--- src/rtl/pairlru_pkg.sv ---
package pairlru_pkg;

    typedef logic [5:0] lru_bits_t;
    typedef logic [1:0] way_t;

    typedef enum logic {
        ST_SWEEP = 1'b0,
        ST_RUN   = 1'b1
    } sweep_state_t;

    // Victim decode; bit at 1 means the lower way of its pair is older.
    function automatic way_t pick_victim(input lru_bits_t p);
        way_t w;
        if (p[5] && p[4] && p[3])
            w = 2'd0;
        else if (!p[5] && p[2] && p[1])
            w = 2'd1;
        else if (!p[4] && !p[2] && p[0])
            w = 2'd2;
        else
            w = 2'd3;
        return w;
    endfunction

    // Mark one way as most recent.
    function automatic lru_bits_t touch(input lru_bits_t p, input way_t w);
        lru_bits_t n;
        n = p;
        unique case (w)
            2'd0: n[5:3] = 3'b000;
            2'd1: begin n[5] = 1'b1; n[2:1] = 2'b00; end
            2'd2: begin n[4] = 1'b1; n[2] = 1'b1; n[0] = 1'b0; end
            2'd3: begin n[3] = 1'b1; n[1:0] = 2'b11; end
            default: n = p;
        endcase
        return n;
    endfunction

    // Legal when the number of ways each way is older than is all distinct.
    function automatic logic is_legal(input lru_bits_t p);
        logic [1:0] c0, c1, c2, c3;
        logic [3:0] seen;
        c0 = 2'(p[5]) + 2'(p[4]) + 2'(p[3]);
        c1 = 2'(!p[5]) + 2'(p[2]) + 2'(p[1]);
        c2 = 2'(!p[4]) + 2'(!p[2]) + 2'(p[0]);
        c3 = 2'(!p[3]) + 2'(!p[1]) + 2'(!p[0]);
        seen = 4'b0000;
        seen[c0] = 1'b1;
        seen[c1] = 1'b1;
        seen[c2] = 1'b1;
        seen[c3] = 1'b1;
        return &seen;
    endfunction

endpackage

--- src/rtl/pairlru_sweep.sv ---
module pairlru_sweep
    import pairlru_pkg::*;
#(
    parameter int SET_BITS = 8
) (
    input  logic                clk,
    input  logic                rst_por_n,
    output logic                ready,
    output logic                clr_en,
    output logic [SET_BITS-1:0] clr_idx
);

    localparam logic [SET_BITS-1:0] LAST_SET = '1;

    sweep_state_t          state_q, state_d;
    logic [SET_BITS-1:0]   idx_q;

    // State register: only a power-on reset restarts the sweep.
    always_ff @(posedge clk or negedge rst_por_n) begin
        if (!rst_por_n) begin
            state_q <= ST_SWEEP;
            idx_q   <= '0;
        end else begin
            state_q <= state_d;
            if (state_q == ST_SWEEP)
                idx_q <= idx_q + 1'b1;
        end
    end

    // Next state: SWEEP_DONE and RUN_HOLD.
    always_comb begin
        state_d = state_q;
        unique case (state_q)
            ST_SWEEP: if (idx_q == LAST_SET) state_d = ST_RUN;
            ST_RUN:   state_d = ST_RUN;
            default:  state_d = ST_SWEEP;
        endcase
    end

    // Outputs.
    always_comb begin
        ready   = (state_q == ST_RUN);
        clr_en  = (state_q == ST_SWEEP);
        clr_idx = idx_q;
    end

    p_sweep_end_r1: assert property (@(posedge clk) disable iff (!rst_por_n)
        (clr_en && clr_idx == LAST_SET) |=> ready)
        else $error("sweep did not finish after last set");

    p_ready_keep_r2: assert property (@(posedge clk) disable iff (!rst_por_n)
        ready |=> ready)
        else $error("ready dropped without power-on reset");

endmodule

--- src/rtl/pairlru_store.sv ---
module pairlru_store
    import pairlru_pkg::*;
#(
    parameter int SET_BITS = 8
) (
    input  logic                clk,
    input  logic                rst_por_n,
    input  logic                clr_en,
    input  logic [SET_BITS-1:0] clr_idx,
    input  logic                upd_en,
    input  logic [SET_BITS-1:0] upd_idx,
    input  way_t                upd_way,
    input  logic                sw_we,
    input  logic [SET_BITS-1:0] sw_idx,
    input  lru_bits_t           sw_wdata,
    input  logic [SET_BITS-1:0] rd_idx_a,
    output lru_bits_t           rd_a,
    input  logic [SET_BITS-1:0] rd_idx_b,
    output lru_bits_t           rd_b
);

    localparam int NSETS = 1 << SET_BITS;

    lru_bits_t mem [NSETS];

    // Per-set write: sweep clear, then software, then hardware update.
    for (genvar g = 0; g < NSETS; g++) begin : g_set
        localparam logic [SET_BITS-1:0] IDX = SET_BITS'(g);
        always_ff @(posedge clk) begin
            if (clr_en && clr_idx == IDX)
                mem[g] <= '0;
            else if (sw_we && sw_idx == IDX)
                mem[g] <= sw_wdata;
            else if (upd_en && upd_idx == IDX)
                mem[g] <= touch(mem[g], upd_way);
        end
    end

    assign rd_a = mem[rd_idx_a];
    assign rd_b = mem[rd_idx_b];

    p_touched_not_victim_r12: assert property (@(posedge clk) disable iff (!rst_por_n)
        (upd_en && !clr_en && !(sw_we && sw_idx == upd_idx))
        |=> (pick_victim(mem[$past(upd_idx)]) != $past(upd_way)))
        else $error("just-accessed way became victim");

endmodule

--- src/rtl/pairlru_unit.sv ---
module pairlru_unit
    import pairlru_pkg::*;
#(
    parameter int SET_BITS = 8
) (
    input  logic                clk,
    input  logic                rst_por_n,
    input  logic                rst_man_n,
    output logic                ready,
    input  logic                acc_valid,
    input  logic                acc_hit,
    input  logic [SET_BITS-1:0] acc_set,
    input  logic [1:0]          acc_way,
    output logic                vic_valid,
    output logic [1:0]          vic_way,
    input  logic                sw_rd,
    input  logic                sw_wr,
    input  logic [SET_BITS-1:0] sw_set,
    input  logic [5:0]          sw_wdata,
    output logic                rd_valid,
    output logic [5:0]          rd_data,
    output logic                sw_err
);

    logic                clr_en;
    logic [SET_BITS-1:0] clr_idx;
    lru_bits_t           cur_acc, cur_sw;
    way_t                victim_now, upd_way;
    logic                acc_go, miss_go, rd_go, wr_go;
    logic                out_rst_n;

    pairlru_sweep #(.SET_BITS(SET_BITS)) u_sweep (
        .clk       (clk),
        .rst_por_n (rst_por_n),
        .ready     (ready),
        .clr_en    (clr_en),
        .clr_idx   (clr_idx)
    );

    assign acc_go     = ready && acc_valid;
    assign miss_go    = acc_go && !acc_hit;
    assign rd_go      = ready && sw_rd;
    assign wr_go      = ready && sw_wr;
    assign victim_now = pick_victim(cur_acc);
    assign upd_way    = acc_hit ? acc_way : victim_now;

    pairlru_store #(.SET_BITS(SET_BITS)) u_store (
        .clk       (clk),
        .rst_por_n (rst_por_n),
        .clr_en    (clr_en),
        .clr_idx   (clr_idx),
        .upd_en    (acc_go),
        .upd_idx   (acc_set),
        .upd_way   (upd_way),
        .sw_we     (wr_go),
        .sw_idx    (sw_set),
        .sw_wdata  (sw_wdata),
        .rd_idx_a  (acc_set),
        .rd_a      (cur_acc),
        .rd_idx_b  (sw_set),
        .rd_b      (cur_sw)
    );

    assign out_rst_n = rst_por_n & rst_man_n;

    // Output registers: cleared by either reset.
    always_ff @(posedge clk or negedge out_rst_n) begin
        if (!out_rst_n) begin
            vic_valid <= 1'b0;
            vic_way   <= '0;
            rd_valid  <= 1'b0;
            rd_data   <= '0;
            sw_err    <= 1'b0;
        end else begin
            vic_valid <= miss_go;
            if (miss_go)
                vic_way <= victim_now;
            rd_valid <= rd_go;
            if (rd_go)
                rd_data <= cur_sw;
            sw_err <= wr_go && !is_legal(sw_wdata);
        end
    end

    p_vic_after_miss_r4: assert property (@(posedge clk) disable iff (!out_rst_n)
        vic_valid |-> $past(ready && acc_valid && !acc_hit))
        else $error("victim report without miss");

    p_rd_after_req_r6: assert property (@(posedge clk) disable iff (!out_rst_n)
        rd_valid |-> $past(ready && sw_rd))
        else $error("read data without request");

    p_err_after_wr_r8: assert property (@(posedge clk) disable iff (!out_rst_n)
        sw_err |-> $past(ready && sw_wr))
        else $error("error pulse without write");

    p_idle_quiet_r10: assert property (@(posedge clk) disable iff (!out_rst_n)
        !ready |=> !(vic_valid || rd_valid || sw_err))
        else $error("output raised during sweep");

endmodule

--- config.mk ---
export PLATFORM = sky130hd
export DESIGN_NAME = pairlru_unit
export DESIGN_NICKNAME = d
export VERILOG_FILES = /design/src/rtl/pairlru_pkg.sv /design/src/rtl/pairlru_sweep.sv /design/src/rtl/pairlru_store.sv /design/src/rtl/pairlru_unit.sv
export SDC_FILE = /design/constraint.sdc
export NUM_CORES = 2
export LEC_CHECK = 0
export ABC_AREA = 0
export BUFFER_PORTS_ARGS = -buffer_cell sky130_fd_sc_hd__buf_2
export CAP_MARGIN = 10
export CORE_MARGIN = 2
export CORE_UTILIZATION = 25
export DETAILED_ROUTE_END_ITERATION = 7
export HOLD_SLACK_MARGIN = 0.02
export MAX_ROUTING_LAYER = met4
export PLACE_DENSITY = 0.5
export SYNTH_ARGS = -nofsm -noshare
export SYNTH_HDL_FRONTEND = slang
export SYNTH_SLANG_ARGS = --single-unit
--- constraint.sdc ---
create_clock -name clk -period 10.25 [get_ports clk]
set_input_delay 2.05 -clock clk [delete_from_list [all_inputs] [get_ports clk]]
set_output_delay 2.05 -clock clk [all_outputs]
set_load 0.005 [all_outputs]
Word level (Yosys, flattened, before mapping) --
Memories as Yosys holds them, arrays and structs flattened. A register that Yosys moved wholly into a read port is not among the register bits. Index checks and enable logic that the tools add are counted.
Storage, ports and cells: memories kept 1, RAM bits 1536, word-level logic and storage cells 16715, bits in registers 14, output and inout port bits 12
Operators by class: add/subtract/negate cells 9, bitwise gates (word level) 1797, $lt $le $gt $ge 8, multiplexer cells 10254, eq/ne operators 2304, reductions and logical operators 2336
Memories:
- u_store.mem | depth 256, bits a word 6, rd ports 2, clocked after memory_dff 1, wr ports 256, RTL line pairlru_store.sv:24 | lru_bits_t mem [NSETS];
Operators with widths (number):
- 2-to-1 mux 1 bit | 8454
- inequality test 5 bit (second input constant) | 1536
- case mux 1 bit (2 select lines) | 1537
- equality test 8 bit (second input constant) | 384
- AND reduction 2 bit | 1536
- OR 1 bit | 1792
- equality test 8 x 7 -> 1 bit (second input constant) | 192
- 2-to-1 mux 6 bit | 256
- logical AND 1 bit | 783
- equality test 8 x 6 -> 1 bit (second input constant) | 96
- equality test 8 x 5 -> 1 bit (second input constant) | 48
- equality test 8 x 4 -> 1 bit (second input constant) | 24
- equality test 8 x 3 -> 1 bit (second input constant) | 12
- equality test 8 x 2 -> 1 bit (second input constant) | 6
- equality test 8 x 1 -> 1 bit (second input constant) | 3
- zero test 8 bit | 3
- zero test 1 bit | 12
- less-than comparator 2 x 3 -> 1 bit (second input constant) | 4
- OR 4 bit | 3
- adder 1 x 1 -> 2 bit | 4
- adder 2 x 1 -> 2 bit | 4
- adder 8 x 1 -> 8 bit (second input constant) | 1
- demux 1 bit (select 2 bit) | 4
- >= comparator 2 x 1 -> 1 bit (second input constant) | 4
- 7 further kinds | 10

Depth between registers and ports, before layout --
An unclocked memory read counts as a cell.
word-level depth 14, gate-level depth with buffers 26

By module --
From an unflattened synthesis, not the netlist that was laid out.
Second synthesis, totals: cells, all modules 9153, area, all modules 104856.8 um2
By module, submodules not included:
- pairlru_store | seq. area each 46124.2 um2, instances 1, cells each 9052, area an instance 103759.5 um2
- pairlru_unit | seq. area each 275.3 um2, instances 1, cells each 70, area an instance 696.9 um2
- pairlru_sweep | seq. area each 225.2 um2, instances 1, cells each 31, area an instance 400.4 um2

Worst setup path before layout --
Ideal clock, no wire load.
kind input-to-reg, start point in acc_set[1], end point mem u_store.mem[166][0] in the netlist's numbering, enable pin, buffers on the path 12, setup slack 2755 ps, cell stages on the path 24, arrival time 7184 ps, required time 9940 ps, path through buf_4 buf_2 buf_2 buf_2 buf_2 buf_2 clkbuf_1 clkbuf_1 mux4_2 mux4_2 o32ai_1 nor2_1 nand2_1 nor3_1 a32o_1 o21ai_0 ha_1 clkbuf_1 or2_2 clkbuf_1 clkbuf_1 nand2_1 buf_1 o21ai_0
RTL lines:
- from (decl) | RTL line pairlru_unit.sv:12 | input logic [SET_BITS-1:0] acc_set,
- to (decl) | RTL line pairlru_store.sv:24

==> impl_results.md <==
- DIE AREA: around 410,000 um2
- Register bit total from synthesis: ~1,600
- Total track usage: approximately 26%
- DP HPWL: 327.9 mm
- Startpoint Class: input port
- Post-route ant nets: 0
- Critical Path RT: between 10 and 15 ns
- Total power: 16.13 mW
- Number of synthesized flops with an enable pin: 1,536
- Highest cell delay on the worst timing path: roughly 1.1 ns
- Initial drt markers: 18,633
- # hold bufs at CTS: 0
- Final worst slack: roughly 1.5 ns
- Grt total ovfl: 0
- Proportion of layout cells with a drive suffix above 1: 18.52%
- Crit Reg-Reg Endpoint: u_store.mem[251][4]$_DFFE_PP_
- Area Growth Syn to Fin: 12.39%
- Routed WL per cell: 37.96 um
- Non-Filler Instances: 14,130
- Register-to-register setup slack: about 3.4 ns
- Place WS: 1.028 ns
- # fillers: between 40,000 and 50,000
- IO Count: 43
- Status: finished with violations
- Clock sinks: roughly 1,600
- Worst-path fanout max: 100
- TNS Setup: 0 ns
- CTS clk-pin slew, worst paths: roughly 0.06 ns
- Clock latency on the worst-skew pair: 0.88 ns
- PostCTS Resize Cnt: 0
- Footprint of the multi-input gates: 51,650 um2
- Lkg Pwr: ~30 nW
- Relative slew slack: under 10%
- Yosys cell types: 63
- Violated checks: DRC
- Crit path max-delay cell type: nor4_1
- Via-to-Cell Ratio: roughly 6.7
- DRT Pass-1 Iters: 8
- Post-CTS setup buffers: 0
- Pwr Density: 140.9 nW/um2
- Synth area leader: edfxtp_1
- Final period util: around 85%
- Reg area: between 40,000 and 50,000 um2
- Max VDD drop: around 0.17 mV
- Hold EP: u_sweep.clr_idx[0]$_DFFE_PN0N_
- Hold wc startpoint: u_sweep.clr_idx[0]$_DFFE_PN0N_
- Vias in the first global route: around 85,000
- RSZ-0062 raised after global routing: no
- Syn_nets: roughly 9,000
- Register-to-Register Path Depth: 14
- Row count: between 200 and 250
- Hold Crit Depth: 1
- Final Hold Viols: 0
- CP cell instances: buf_8 > buf_4 > mux4_2 > a22oi_1 > a21oi_1 > nor4_1 > o22ai_1 > nor2_1 > a311oi_1 > a32o_1 > o21ai_0 > ha_4 > buf_12 > nor2_4 > buf_12 > o21ai_0
- Max Fclk: 114.4 MHz
- Die H: ~640 um
- Arr. time, crit path: slightly above 9 ns
- Post-Syn Area: 101,800 um2
- First-pass GRT wire length: slightly above 700 mm
- Final setup fails: 0
- Worst hold-check path type: reg2reg
- Initial Util: between 20% and 30%
- Count of buffers from port buffering: 42
- CTS tree: yes
- Final min period: 8.738 ns
- Max Buffers Root-to-Sink: 3
- Root buffer cell: clkbuf_16
- Slew @ Worst Pin: around 1.5 ns
- Worst Path Class, Setup: in2reg
- Initial antenna violation count: 65
- Largest net degree at the start of global routing: roughly 190
- Die Wd: roughly 640 um
- Reg2Reg Launch Point: u_store.mem[234][5]$_DFFE_PP_
- Final WL: 536.4 mm
- Syn Area/Cell: approximately 11 um2
- Post-synth top area share: about 45%
- RePlAce Congestion: 0.9913
- H-tree level count: 4
- Vias: about 95,000
- # nets final: about 8,500
- Placed cells: ~14,000
- Max Cap Viol: 0
- Worst Skew: around 0.054 ns
- Post-Synthesis Cells: between 8,000 and 9,000
- Slew Viols, Final: 0
- Number of clock buffers inserted by TritonCTS: approximately 190
- Core area: 405,800 um2
- CP Capture Type: register
- Syn. warnings: 0
- Seq/Total Area, Yosys: 45.79%
- Hold slack: 0.5624 ns
- DRC viols: 9
- Prevailing post-synth register cell: edfxtp_1
- Synth top area cells: edfxtp_1 (45%), mux4_2 (20%), o21ai_0 (10%), a22o_1 (6.2%), nand2_1 (3.1%)
- Async SR Flop Fraction: under 10%
-- cell families (layout without fill, tap and decap cells) --
family | after synthesis | in the layout | share of synthesized area [%]
AO/OA/AOI/OAI | 3527 | 3527 | 21.49
AND/OR/NAND/NOR | 1856 | 1856 | 8.109
flip-flops | 1556 | 1556 | 45.79
buffers and inverters | 992 | 648 | 4.065
multiplexers | 942 | 942 | 20.31
adder cells (fa/ha/maj) | 12 | 12 | 0.1770
XOR/XNOR | 7 | 7 | 0.06021
other | 0 | 154 | 0
-- through the flow --
step           utilization (%)  area (um2)
2_1_floorplan                -      101800
5_1_grt                  28.17      114300
4_1_cts                  28.10      114000
3_5_place_dp             26.63      108100
6_report                 28.20      114400
3_3_place_gp             26.63      108100
-- synthesized netlist by cell type, types with 3 or more instances --
library cell / n
nand2_1: 849
o311ai_0: 3
o32ai_1: 3
nor4_1: 18
a32oi_1: 4
a211oi_1: 5
a311oi_1: 5
edfxtp_1: 1536
buf_8: 4
nand3b_1: 5
a221oi_1: 3
o211ai_1: 3
inv_1: 18
nand4_1: 6
xnor2_1: 5
a21oi_1: 277
buf_6: 33
a31oi_1: 48
o21ai_0: 2114
buf_1: 62
nor2b_1: 25
nor2_1: 347
buf_4: 10
nor3_1: 25
fa_1: 4
a32o_1: 202
mux4_2: 898
mux2_2: 12
nand2b_1: 18
a22oi_1: 116
or2_2: 6
dfrtp_1: 20
nand3_1: 280
o22ai_1: 10
buf_2: 55
and3_1: 259
mux2i_1: 32
and2_1: 11
a22o_1: 719
clkbuf_1: 808
ha_1: 8
-- flip-flops by register name (all words and copies together) (netlist names) --
name             cells
u_store.mem       1536
u_sweep.clr_idx      8
rd_data              6
vic_way              2
rd_valid             1
sw_err               1
u_sweep.ready        1
vic_valid            1
-- cells in the final DEF, fill, tap and decap left out, types with 19 or more instances in the layout --
cell type / count
a31oi_1: 48
buf_12: 50
nor2_4: 32
mux2i_1: 32
nor2_1: 299
bufinv_16: 19
and3_1: 259
clkinv_2: 30
nand2_1: 831
clkbuf_1: 40
clkbuf_16: 191
a22o_1: 719
buf_4: 213
nand3_1: 276
a21oi_1: 277
diode_2: 154
clkinv_1: 27
a22oi_1: 116
dfrtp_1: 20
mux4_2: 898
buf_2: 28
o21ai_0: 2114
a32o_1: 202
edfxtp_1: 1536
-- area by class of cell --
| class | instances | area share, % |
|---|---|---|
| inverters | 19 | 0.07544 |
| multi-input cells | 6344 | 45.13 |
| clock inverters | 87 | 0.8353 |
| diodes | 154 | 0.3367 |
| repair buffers | 305 | 2.568 |
| flip-flops and latches | 1556 | 40.74 |
| clock buffers | 237 | 4.380 |
| well taps | 5428 | 5.934 |
-- power breakdown --
part | internal [mW] | leakage, nW | switching, mW | total (mW)
Combinational | 0.364 | 16.3 | 2.01 | 2.37
Clock | 3.91 | 2.92 | 2.97 | 6.87
Sequential | 6.88 | 10.9 | 0 | 6.88
Total | 11.2 | 30.1 | 4.97 | 16.1
-- routing by layer --
metal | wire (um) | GRT usage (%)
met4 | 40970 | 16.98
met5 | 0 | -
met1 | 187100 | 31.04
met3 | 83920 | 9.354
met2 | 224500 | 35.14
-- worst max-delay path by stage --
stage               slack, ns                       endpoint       start
CTS                      1.92  u_store.mem[251][5]$_DFFE_PP_  acc_set[0]
floorplan                2.76  u_store.mem[166][0]$_DFFE_PP_  acc_set[1]
global route             1.71  u_store.mem[251][5]$_DFFE_PP_  acc_set[0]
finish                   1.51  u_store.mem[251][4]$_DFFE_PP_  acc_set[0]
global placement         1.10  u_store.mem[251][5]$_DFFE_PP_  acc_set[0]
detailed placement       1.03  u_store.mem[176][5]$_DFFE_PP_  acc_set[0]
-- critical path, delay by kind of cell --
family / cells / cell delay [ns]
AO/OA/AOI/OAI: 7 / 2.30
adder cells (fa/ha/maj): 1 / 0.30
buffers and inverters: 4 / 1.90
multiplexers: 1 / 0.55
AND/OR/NAND/NOR: 3 / 1.75
No activity file was read; power rests on OpenSTA's default activity.
